<file path="config.mk">
export PLATFORM = sky130hd
export DESIGN_NAME = psw_bank_unit
export DESIGN_NICKNAME = d
export VERILOG_FILES = /design/src/rtl/psw_bank_pkg.sv /design/src/rtl/bank_map.sv /design/src/rtl/stw_reg.sv /design/src/rtl/bank_regfile.sv /design/src/rtl/psw_bank_unit.sv
export SDC_FILE = /design/constraint.sdc
export NUM_CORES = 1
export LEC_CHECK = 0
export BUFFER_PORTS_ARGS = -buffer_cell sky130_fd_sc_hd__clkbuf_2
export CORE_MARGIN = 2
export CORE_UTILIZATION = 55
export DETAILED_ROUTE_END_ITERATION = 10
export GPL_TIMING_DRIVEN = 0
export PLACE_DENSITY = 0.81
export SYNTH_ARGS = -nofsm -noshare
export SYNTH_HDL_FRONTEND = slang
export SYNTH_HIERARCHICAL = 1
export SYNTH_SLANG_ARGS = --single-unit
</file>
<file path="constraint.sdc">
create_clock -name clk -period 2.6 [get_ports clk]
set_input_delay 0.52 -clock clk [delete_from_list [all_inputs] [get_ports clk]]
set_output_delay 0.52 -clock clk [all_outputs]
set_load 0.05 [all_outputs]
</file>
<file path="src/rtl/psw_bank_pkg.sv">
package psw_bank_pkg;

    // Status word bit positions (fixed by the layout the neighbours decode)
    localparam int STW_W      = 8;
    localparam int BIT_CY     = 7;
    localparam int BIT_AC     = 6;
    localparam int BIT_F0     = 5;
    localparam int BIT_BK_HI  = 4;
    localparam int BIT_BK_LO  = 3;
    localparam int BIT_OV     = 2;
    localparam int BIT_UF     = 1;
    localparam int BIT_PAR    = 0;
    localparam int BANK_W     = BIT_BK_HI - BIT_BK_LO + 1;
    localparam int NUM_BANKS  = 1 << BANK_W;

    // ALU flag enable/value vector positions
    localparam int ALU_CY     = 2;
    localparam int ALU_AC     = 1;
    localparam int ALU_OV     = 0;
    localparam int ALU_FLAGS  = 3;

    typedef struct packed {
        logic              cy;
        logic              ac;
        logic              f0;
        logic [BANK_W-1:0] bank;
        logic              ov;
        logic              uf;
        logic              par;
    } stw_t;

endpackage

</file>
<file path="src/rtl/bank_map.sv">
module bank_map
    import psw_bank_pkg::*;
#(
    parameter int IDX_W  = 3,
    parameter int MEM_AW = 8
) (
    input  logic [BANK_W-1:0] bank_i,
    input  logic [IDX_W-1:0]  idx_i,
    output logic [MEM_AW-1:0] phys_o
);

    localparam int USED_W = BANK_W + IDX_W;

    logic [USED_W-1:0] used;

    always_comb begin
        used   = {bank_i, idx_i};
        phys_o = MEM_AW'(used);
    end

endmodule

</file>
<file path="src/rtl/stw_reg.sv">
module stw_reg
    import psw_bank_pkg::*;
#(
    parameter int ACC_W = 8
) (
    input  logic                 clk,
    input  logic                 rst_n,
    input  logic [ACC_W-1:0]     acc_i,
    input  logic [ALU_FLAGS-1:0] alu_en_i,
    input  logic [ALU_FLAGS-1:0] alu_val_i,
    input  logic                 byte_we_i,
    input  logic [STW_W-1:0]     byte_wdata_i,
    input  logic                 bit_we_i,
    input  logic [2:0]           bit_sel_i,
    input  logic                 bit_val_i,
    output stw_t                 stw_o
);

    stw_t stw_d, stw_q;
    logic [STW_W-1:0] word;

    always_comb begin
        word = stw_q;
        if (byte_we_i) begin
            word = byte_wdata_i;
        end else if (bit_we_i && (bit_sel_i != 3'(BIT_PAR))) begin
            word[bit_sel_i] = bit_val_i;
        end
        stw_d = stw_t'(word);
        if (alu_en_i[ALU_CY]) stw_d.cy = alu_val_i[ALU_CY];
        if (alu_en_i[ALU_AC]) stw_d.ac = alu_val_i[ALU_AC];
        if (alu_en_i[ALU_OV]) stw_d.ov = alu_val_i[ALU_OV];
        stw_d.par = ^acc_i;
    end

    always_ff @(posedge clk) begin
        if (!rst_n) stw_q <= '0;
        else        stw_q <= stw_d;
    end

    assign stw_o = stw_q;


    cy_alu_wins_chk: assert property (@(posedge clk) disable iff (!rst_n)
        alu_en_i[ALU_CY] |=> stw_q.cy == $past(alu_val_i[ALU_CY]));


    ov_alu_wins_chk: assert property (@(posedge clk) disable iff (!rst_n)
        alu_en_i[ALU_OV] |=> stw_q.ov == $past(alu_val_i[ALU_OV]));


    parity_chk: assert property (@(posedge clk) disable iff (!rst_n)
        1'b1 |=> stw_q.par == ^$past(acc_i));


    byte_load_chk: assert property (@(posedge clk) disable iff (!rst_n)
        byte_we_i && (alu_en_i == '0) |=> stw_q[STW_W-1:1] == $past(byte_wdata_i[STW_W-1:1]));


    bit_op_chk: assert property (@(posedge clk) disable iff (!rst_n)
        bit_we_i && !byte_we_i && (alu_en_i == '0) && (bit_sel_i != 3'd0)
        |=> stw_q[STW_W-1:1] ==
            (($past(stw_q[STW_W-1:1]) & ~(7'd1 << ($past(bit_sel_i) - 3'd1)))
             | (7'($past(bit_val_i)) << ($past(bit_sel_i) - 3'd1))));


    f0_uf_hold_chk: assert property (@(posedge clk) disable iff (!rst_n)
        !byte_we_i && !bit_we_i |=> stw_q.f0 == $past(stw_q.f0) && stw_q.uf == $past(stw_q.uf));

endmodule

</file>
<file path="src/rtl/bank_regfile.sv">
module bank_regfile #(
    parameter int DATA_W  = 8,
    parameter int ENTRIES = 32,
    parameter int AW      = 5
) (
    input  logic              clk,
    input  logic              rst_n,
    input  logic              we_i,
    input  logic [AW-1:0]     waddr_i,
    input  logic [DATA_W-1:0] wdata_i,
    input  logic [AW-1:0]     raddr_i,
    output logic [DATA_W-1:0] rdata_o
);

    logic [ENTRIES-1:0][DATA_W-1:0] ent_d, ent_q;

    for (genvar e = 0; e < ENTRIES; e++) begin : g_ent
        logic hit;
        assign hit      = we_i && (waddr_i == AW'(e));
        assign ent_d[e] = hit ? wdata_i : ent_q[e];
    end

    always_ff @(posedge clk) begin
        if (!rst_n) ent_q <= '0;
        else        ent_q <= ent_d;
    end

    always_comb begin
        rdata_o = ent_q[raddr_i];
    end


    wr_store_chk: assert property (@(posedge clk) disable iff (!rst_n)
        we_i |=> ent_q[$past(waddr_i)] == $past(wdata_i));


    wr_other_hold_chk: assert property (@(posedge clk) disable iff (!rst_n)
        we_i && (raddr_i != waddr_i) |=> ent_q[$past(raddr_i)] == $past(rdata_o));

endmodule

</file>
<file path="src/rtl/psw_bank_unit.sv">
module psw_bank_unit
    import psw_bank_pkg::*;
#(
    parameter int DATA_W        = 8,
    parameter int REGS_PER_BANK = 8,
    parameter int MEM_AW        = 8
) (
    input  logic                     clk,
    input  logic                     rst_n,
    input  logic [DATA_W-1:0]        acc_i,
    input  logic [ALU_FLAGS-1:0]     alu_flag_en_i,
    input  logic [ALU_FLAGS-1:0]     alu_flags_i,
    input  logic                     sfr_we_i,
    input  logic [STW_W-1:0]         sfr_wdata_i,
    input  logic                     bit_we_i,
    input  logic [2:0]               bit_sel_i,
    input  logic                     bit_val_i,
    input  logic                     rf_we_i,
    input  logic [2:0]               rf_widx_i,
    input  logic [DATA_W-1:0]        rf_wdata_i,
    input  logic [2:0]               rf_ridx_i,
    output logic [DATA_W-1:0]        rf_rdata_o,
    output logic [MEM_AW-1:0]        rf_rphys_o,
    output logic [STW_W-1:0]         psw_o
);

    localparam int IDX_W   = $clog2(REGS_PER_BANK);
    localparam int ENTRIES = NUM_BANKS * REGS_PER_BANK;
    localparam int FILE_AW = $clog2(ENTRIES);

    stw_t              stw;
    logic [MEM_AW-1:0] wphys;
    logic [MEM_AW-1:0] rphys;

    stw_reg #(.ACC_W(DATA_W)) i_stw (
        .clk          (clk),
        .rst_n        (rst_n),
        .acc_i        (acc_i),
        .alu_en_i     (alu_flag_en_i),
        .alu_val_i    (alu_flags_i),
        .byte_we_i    (sfr_we_i),
        .byte_wdata_i (sfr_wdata_i),
        .bit_we_i     (bit_we_i),
        .bit_sel_i    (bit_sel_i),
        .bit_val_i    (bit_val_i),
        .stw_o        (stw)
    );

    bank_map #(.IDX_W(IDX_W), .MEM_AW(MEM_AW)) i_wmap (
        .bank_i (stw.bank),
        .idx_i  (rf_widx_i[IDX_W-1:0]),
        .phys_o (wphys)
    );

    bank_map #(.IDX_W(IDX_W), .MEM_AW(MEM_AW)) i_rmap (
        .bank_i (stw.bank),
        .idx_i  (rf_ridx_i[IDX_W-1:0]),
        .phys_o (rphys)
    );

    bank_regfile #(.DATA_W(DATA_W), .ENTRIES(ENTRIES), .AW(FILE_AW)) i_rf (
        .clk     (clk),
        .rst_n   (rst_n),
        .we_i    (rf_we_i),
        .waddr_i (wphys[FILE_AW-1:0]),
        .wdata_i (rf_wdata_i),
        .raddr_i (rphys[FILE_AW-1:0]),
        .rdata_o (rf_rdata_o)
    );

    assign rf_rphys_o = rphys;
    assign psw_o      = stw;


    bank_switch_chk: assert property (@(posedge clk) disable iff (!rst_n)
        sfr_we_i |=> rf_rphys_o[IDX_W +: BANK_W] == $past(sfr_wdata_i[BIT_BK_HI:BIT_BK_LO]));


    phys_high_zero_chk: assert property (@(posedge clk) disable iff (!rst_n)
        1'b1 |=> rf_rphys_o < MEM_AW'(ENTRIES));

endmodule

</file>
* Word level (Yosys, flattened, before mapping)
Index checks and enable logic that the tools add are counted.
** Operators by class
- Reduce and logical (&&, ||, !) cells :: 41
- Mux-type cells :: 10
- Order comparisons :: 3
- Equal/unequal tests :: 31
** Operator list (count)
- $eq 5x5->1 const B :: 16
- $bmux 8 s5 :: 1
- $eq 5x4->1 const B :: 8
- $logic_and 1x1->1 :: 34
- $mux 8 :: 3
- $eq 5x3->1 const B :: 4
- $reduce_bool 3->1 :: 4
- $eq 5x2->1 const B :: 2
- $bwmux 8 :: 1
- $reduce_xor 8->1 :: 1
- $lt 5x6->1 const B :: 1
- $eq 5x1->1 const B :: 1
- $logic_not 5->1 :: 1
- $lt 3x4->1 const B :: 1
- $mux 1 :: 4
- $demux 1 s3 :: 1
- $ge 3x1->1 const B :: 1
- $reduce_bool 2->1 :: 1
** Storage, ports and cells
- Word-level logic and storage cells :: 124
- Output and inout port bits :: 24
- Bits in registers :: 264
- Bits of input ports :: 45

* Logic depth before layout (Yosys ltp)
Gate-level depths: netlist of the first run.
- Word-level depth :: 8
- Mapped depth :: 7
- Gate-level depth less buffers :: 4

* By module
The synthesis of the first run kept the hierarchy.
** By module, submodules not included
- bank_regfile :: instances 1, cells an instance 1322, area an instance 12438.2 um2, sequential area each 5124.9 um2
- stw_reg :: instances 1, cells an instance 61, area an instance 520.5 um2, sequential area each 160.2 um2
- bank_map :: instances 2, cells an instance 9, area an instance 63.8 um2, sequential area each 0.0 um2

* Worst setup path before layout of the first run
No wires, ideal clock.
- Kind :: input to output
- From :: in rf_ridx_i[2]
- To :: out rf_rdata_o[0]
- Data required time :: 2.080 ns
- Path buffers :: 4
- Slack :: -0.434 ns
- Arrival time :: 2.514 ns
- Cell stages on the path :: 7
- Cell sequence :: buf_4 > buf_4 > buf_2 > buf_2 > mux4_2 > mux4_2 > mux2_2
** Between the ends
- Longest elaborated chain between the ends :: 2
** RTL lines
- start: declaration :: RTL line psw_bank_unit.sv:21 : input logic [2:0] rf_ridx_i,
- $bmux 8 s5 :: RTL line bank_regfile.sv:29 : rdata_o = ent_q[raddr_i];
- $mux 8 (not written as such) :: RTL line bank_regfile.sv:29
- end: declaration :: RTL line psw_bank_unit.sv:22 : output logic [DATA_W-1:0] rf_rdata_o,
Every way passes these cells. The select of a mux whose other input is x is not followed.

* Worst setup path after layout of the first run
- From :: reg i_rf/ent_q[178] in the netlist's numbering
- To :: out rf_rdata_o[2]
** Between the ends
- Longest elaborated chain between the ends :: 2
** RTL lines
- start: declaration :: RTL line bank_regfile.sv:15 : logic [ENTRIES-1:0][DATA_W-1:0] ent_d, ent_q;
- start signal: assignment :: RTL line bank_regfile.sv:25 : else ent_q <= ent_d;
- $bmux 8 s5 :: RTL line bank_regfile.sv:29
- $mux 8 (not written as such) :: RTL line bank_regfile.sv:29
Every way passes these cells. The select of a mux whose other input is x is not followed.

==> results of run 1 <==
through the flow:
step	util	std cells	worst slack, ns	setup TNS, ns	power (mW)
CTS	0.646	1827	-0.321	-2.25	9.22
floorplan	-	1399	-0.164	-1.31	4.82
finish	0.646	1829	-0.339	-2.32	9.26
global route	0.646	1826	-0.354	-2.32	9.46
global placement	0.594	1774	-0.520	-5.35	5.13
detailed placement	0.594	1774	-0.536	-6.21	5.14
worst paths after layout:
path                                   endpoint  slack [ns]  depth (start not counted)
worst max register to register  i_rf/ent_q[153]        0.02                          7
worst max-delay path              rf_rdata_o[2]       -0.34                          4
worst min-delay path             i_stw/stw_o[1]        0.22                          2
worst min register to register  i_rf/ent_q[176]        0.48                          2
flip-flops by register name, summed over array words and instances, names as in the netlist:
signal and flops:
i_rf/ent_q 256, i_stw/stw_o 8
power by group:
part           switching, mW  internal (mW)  leakage (nW)
sequential            0.0239           4.09          2.14
combinational          0.694          0.328          2.21
clock                   1.65           2.48         0.467
per-layer routing:
metal | vias up | wire length [um] | track usage
met5 | - | 0 | 0
met4 | 0 | 3280 | 0.233
met3 | 221 | 6360 | 0.0933
met2 | 1043 | 19700 | 0.548
met1 | 5995 | 16600 | 0.462
li1 | 5321 | - | -
critical path, stage by stage, from the launching register on:
cell       delay [ns]
dfxtp_2          0.32
mux4_2           0.55
mux4_2           0.50
mux2_4           0.32
clkbuf_16        0.18
placed cells by master, fill, tap and decap left out, types with 5 or more instances in the layout:
master	n
o21ai_0	261
mux2_4	8
a21boi_0	226
clkbuf_1	167
a21oi_1	5
buf_12	8
mux4_2	80
buf_4	13
buf_1	6
clkbuf_8	10
nand4b_1	5
buf_8	9
clkbuf_16	30
clkbuf_2	50
dfxtp_1	248
dfxtp_2	16
nand2_1	6
xnor2_1	6
nand3_1	259
buf_6	5
a21boi_1	33
cell type report:
class / count / area (um2) / area share
multi-input combinational: 930 / 6950 / 0.460
sequential: 264 / 5310 / 0.351
buffer: 198 / 996 / 0.0659
clock buffer: 41 / 828 / 0.0548
timing repair buffer: 63 / 503 / 0.0333
tap: 319 / 399 / 0.0264
clock inverter: 7 / 110 / 0.00728
inverter: 4 / 15.0 / 0.000993
antenna: 3 / 7.51 / 0.000497
what timing repair did:
item / 4_1_cts / 5_1_grt
gates cloned: 4 / 0
setup buffers: 4 / 1
resized for setup: 40 / 19
setup endpoints to repair: 8 / 29
==> results.tsv, run 1 <==
stage	metric	value	unit
outcome	status	complete, but fails checks	
outcome	failed_checks	setup timing	
cts	cts.sinks	264	
timing	period_needed	2.94	ns
setup_path	crit_required	2.08	ns
logic_synthesis	syn_inst	1397	
setup_path	cp-start-kind	flip-flop	
routing	drcViolationCount	0	
pwr	vdd_drop_max	0.396	mV
timing	drv_slew	0	
cts	cts_tree	done	
routing	drt_iter0_markers	1981	
floorplan	chipWidth	158	um
setup_path	path_class	flip-flop to output pin	
worst_hold_path	hold_path_class	primary input to flip-flop	
floorplan	fp.dieH	158	um
floorplan	coreArea	0.0234	mm2
timing	tightest_slew	1.33	ns
routing	routed-via-count	12580	
routing	post_drt_wl_per_cell	25.1	um
grt	antenna_found_initial	3	
worst_hold_path	hold_start	sfr_wdata_i[1]	
floorplan	dieArea	0.0250	mm2
flow_run	drv_cap	0	
floorplan	io_pins	69	
finish	area_growth	15.8	%
floorplan	initial_core_util	0.558	
timing	clock_skew	0.0106	ns
cts	cts_made_buffers	27	
logic_synthesis	yosysWarnings	6	
setup_path	cp-end-kind	output pin	
routing	wirelength	46000	um
finish	drive_gt1_frac	0.162	
setup_path	regToRegStartpoint	i_stw/stw_o[4]	
setup_path	worstPathArrival	2.42	ns
placement	dpl-instance-area	0.0139	mm2
grt	grt_max_degree	14	
cts	cts_htree_levels	1	
grt	grt_pass1_wl	68600	um
cts	clkLatencyLatePin	0.54	ns
routing	first_pass_iters	6	
timing	timing.slew.headroom	0.111	
logic_synthesis	synth_area_per_cell	9.35	um2
timing	whs	0.216	ns
routing	ant_nets	0	
cts	holdBufCountCts	0	
cts	clk_pin_slew	0.06	ns
placement	place_hpwl	31500	um
routing	via_per_inst	6.88	
timing	finalHoldViolCount	0	
timing	rsz0062_at_grt	true	
pwr	p_leak	4.82	nW
placement	gp_congestion	0.990	
finish	design_area	0.0151	mm2
grt	overflow	0	
cts	clk_path_buf_depth	3	
floorplan	row_count	56	
logic_synthesis	syn_area	0.0131	mm2
setup_path	crit_fanout	2	
cts	cts-root-buf	clkbuf_16	
grt	grt_pass1_vias	11768	
setup_path	cp-startpoint	i_rf/ent_q[178]	
finish	fin_nets	1533	
timing	max_freq	340	MHz
grt	grt.total_usage	0.363	
timing	fin_ws	-0.339	ns
pwr	power.density	612	mW/mm2
placement	portBuffers	56	
finish	nFillCells	1851	
timing	timing.final.crit_share	1.13	
timing	finalSetupViolCount	8	
Note: power is estimated with default switching activity, not from simulation.
==> run 2, diff against run 1 <==
--- a/config.mk
+++ b/config.mk
@@ -5,12 +5,13 @@
 export SDC_FILE = /design/constraint.sdc
 export NUM_CORES = 1
 export LEC_CHECK = 0
-export BUFFER_PORTS_ARGS = -buffer_cell sky130_fd_sc_hd__clkbuf_2
 export CORE_MARGIN = 2
 export CORE_UTILIZATION = 55
 export DETAILED_ROUTE_END_ITERATION = 10
+export DONT_BUFFER_PORTS = 1
+export GPL_ROUTABILITY_DRIVEN = 0
 export GPL_TIMING_DRIVEN = 0
-export PLACE_DENSITY = 0.81
+export PLACE_DENSITY = 0.78
 export SYNTH_ARGS = -nofsm -noshare
 export SYNTH_HDL_FRONTEND = slang
 export SYNTH_HIERARCHICAL = 1
==> results.tsv, run 2 (synthesis results as in run 1) <==
stage	metric	value	unit	change
outcome	status	complete, but fails checks		
outcome	failed_checks	setup timing		
pwr	vdd_drop_max	0.438	mV	+11%
routing	wirelength	46000	um	about the same
floorplan	io_pins	69		unchanged
cts	cts_made_buffers	28		+3.7%
floorplan	fp.dieH	158	um	unchanged
cts	cts.sinks	264		unchanged
grt	grt_pass1_wl	68000	um	-0.76%
pwr	pwr-share-clk	0.452		+0.006
setup_path	crit_required	2.08	ns	about the same
flow_run	drv_cap	0		unchanged
timing	period_needed	2.99	ns	+0.0541 ns
grt	grt_max_degree	14		unchanged
setup_path	cp-start-kind	primary input		
worst_hold_path	hold_path_class	primary input to flip-flop		
cts	clk_pin_slew	0.06	ns	about the same
timing	timing.slew.headroom	0.131		+0.0198
timing	max_freq	334	MHz	-1.8%
routing	post_drt_wl_per_cell	25.8	um	+2.7%
finish	fin_nets	1482		-3.3%
setup_path	critical_path.max_stage_delay	0.59	ns	+0.04 ns
finish	design_area	0.0149	mm2	-1.7%
floorplan	chipWidth	158	um	unchanged
finish	drive_gt1_frac	0.129		-0.0330
timing	whs	0.101	ns	-0.115 ns
finish	largest-register	i_rf/ent_q		
timing	tightest_slew	1.30	ns	-0.0295 ns
routing	ant_nets	0		unchanged
setup_path	worstPathArrival	2.47	ns	+0.05 ns
finish	mostFrequentLayoutCells	dfxtp_1, o21ai_0, nand3_1, a21boi_0, clkbuf_1		
grt	grt_pass1_vias	11528		-2.0%
timing	finalHoldViolCount	0		unchanged
routing	drcViolationCount	0		unchanged
timing	rsz0062_at_grt	true		
grt	antenna_found_initial	1		-2
cts	clk_path_buf_depth	3		unchanged
cts	holdBufCountCts	0		unchanged
floorplan	coreArea	0.0234	mm2	unchanged
setup_path	path_class	primary input to output pin		
setup_path	crit_fanout	6		+4
setup_path	cp_num_buf_inv	3		+2
placement	dpl-instance-area	0.0136	mm2	-2.0%
timing	fin_ws	-0.393	ns	-0.0541 ns
grt	overflow	0		unchanged
timing	finalSetupViolCount	8		unchanged
setup_path	cp-end-kind	output pin		
cts	clkLatencyLatePin	0.55	ns	about the same
finish	area_growth	13.8	%	
routing	via_per_inst	6.92		+0.61%
routing	drt_iter0_markers	1697		-14%
finish	final_common_cell	dfxtp_1		
setup_path	critical-path-slowest-cell	mux4_2		
pwr	p_int	6.91	mW	+0.32%
cts	cts_htree_levels	1		unchanged
grt	grt.total_usage	0.362		-0.000898
cts	cts_tree	done		
placement	place_hpwl	31300	um	-0.54%
routing	routed-via-count	12318		-2.1%
setup_path	crit_chain	buf_16 > buf_16 > buf_12 > mux4_2 > mux4_2 > mux2_4		
floorplan	dieArea	0.0250	mm2	unchanged
finish	largest_register_ffs	256		unchanged
pwr	p_sw	2.35	mW	-0.70%
pwr	p_leak	4.63	nW	-3.9%
pwr	power.share.switching	0.254		-0.00195
setup_path	crit_family	multiplexers		
pwr	seq_power_share	0.448		+0.004
routing	first_pass_iters	9		+3
placement	portBuffers	0		-100%
pwr	pwr-share-comb	0.099		-0.011
timing	clock_skew	0.00884	ns	-0.00176 ns
timing	drv_slew	0		unchanged
pwr	power.density	623	mW/mm2	+1.8%
floorplan	row_count	56		unchanged
timing	timing.final.crit_share	1.15		+0.0208
cts	cts-root-buf	clkbuf_16		
floorplan	initial_core_util	0.558		unchanged
-- run 2: cell count changes in the layout (fill, tap and decap cells not counted), sizes merged --
| cell | before | now |
|---|---|---|
| clkinvlp | 0 | 1 |
| clkinv | 5 | 4 |
| buf | 44 | 43 |
| bufinv | 3 | 2 |
| clkbuf | 258 | 211 |
-- run 2: worst paths after layout --
kind,startpoint,end,slack [ns],cells past startpoint
hold reg to reg,i_rf/ent_q[123],i_rf/ent_q[123],0.48,2
setup reg to reg,i_stw/stw_o[3],i_rf/ent_q[111],0.13,7
hold / removal,rst_n,i_stw/stw_o[0],0.10,1
setup / recovery,rf_ridx_i[1],rf_rdata_o[2],-0.39,6
-- run 2: power by group through the flow --
stage / combinational (mW) / clock (mW) / sequential, mW
floorplan: 0.591 / 0 / 4.23
global placement: 0.820 / 0 / 4.24
detailed placement: 0.830 / 0 / 4.24
CTS: 0.883 / 4.19 / 4.15
global route: 0.952 / 4.33 / 4.15
finish: 0.919 / 4.19 / 4.15
-- run 2: per-stage QoR --
step / setup slack [ns] / utilization / power, mW / setup TNS, ns / cells
4_1_cts: -0.342 / 0.634 / 9.22 / -2.53 / 1777
5_1_grt: -0.375 / 0.635 / 9.44 / -2.78 / 1777
2_1_floorplan: -0.164 / - / 4.82 / -1.31 / 1399
6_report: -0.393 / 0.635 / 9.26 / -2.71 / 1780
3_5_place_dp: -0.499 / 0.582 / 5.07 / -10.87 / 1718
3_3_place_gp: -0.462 / 0.582 / 5.06 / -6.62 / 1718
-- run 2: cell type report --
type	instances	area (um2)
Multi-Input combinational cell	930	6950
Timing Repair Buffer	8	176
Sequential cell	264	5290
Clock buffer	45	886
Buffer	201	1050
Inverter	4	15.0
Fill cell	1913	8540
Clock inverter	6	82.6
Antenna cell	3	7.51
Tap cell	319	399
-- run 2: layer usage --
layer  vias up  wire length [um]  track usage
li1       5228                 -            -
met1      5879             16300        0.453
met2       993             19700        0.546
met3       216              6660        0.114
met4         2              3250        0.222
met5         -                18            0
-- run 2: timing repair --
item	in CTS	in global routing
setup endpoints to repair	44	54
gates resized for setup	24	17
gates cloned	5	0
setup buffers	3	0
pin swaps	0	0
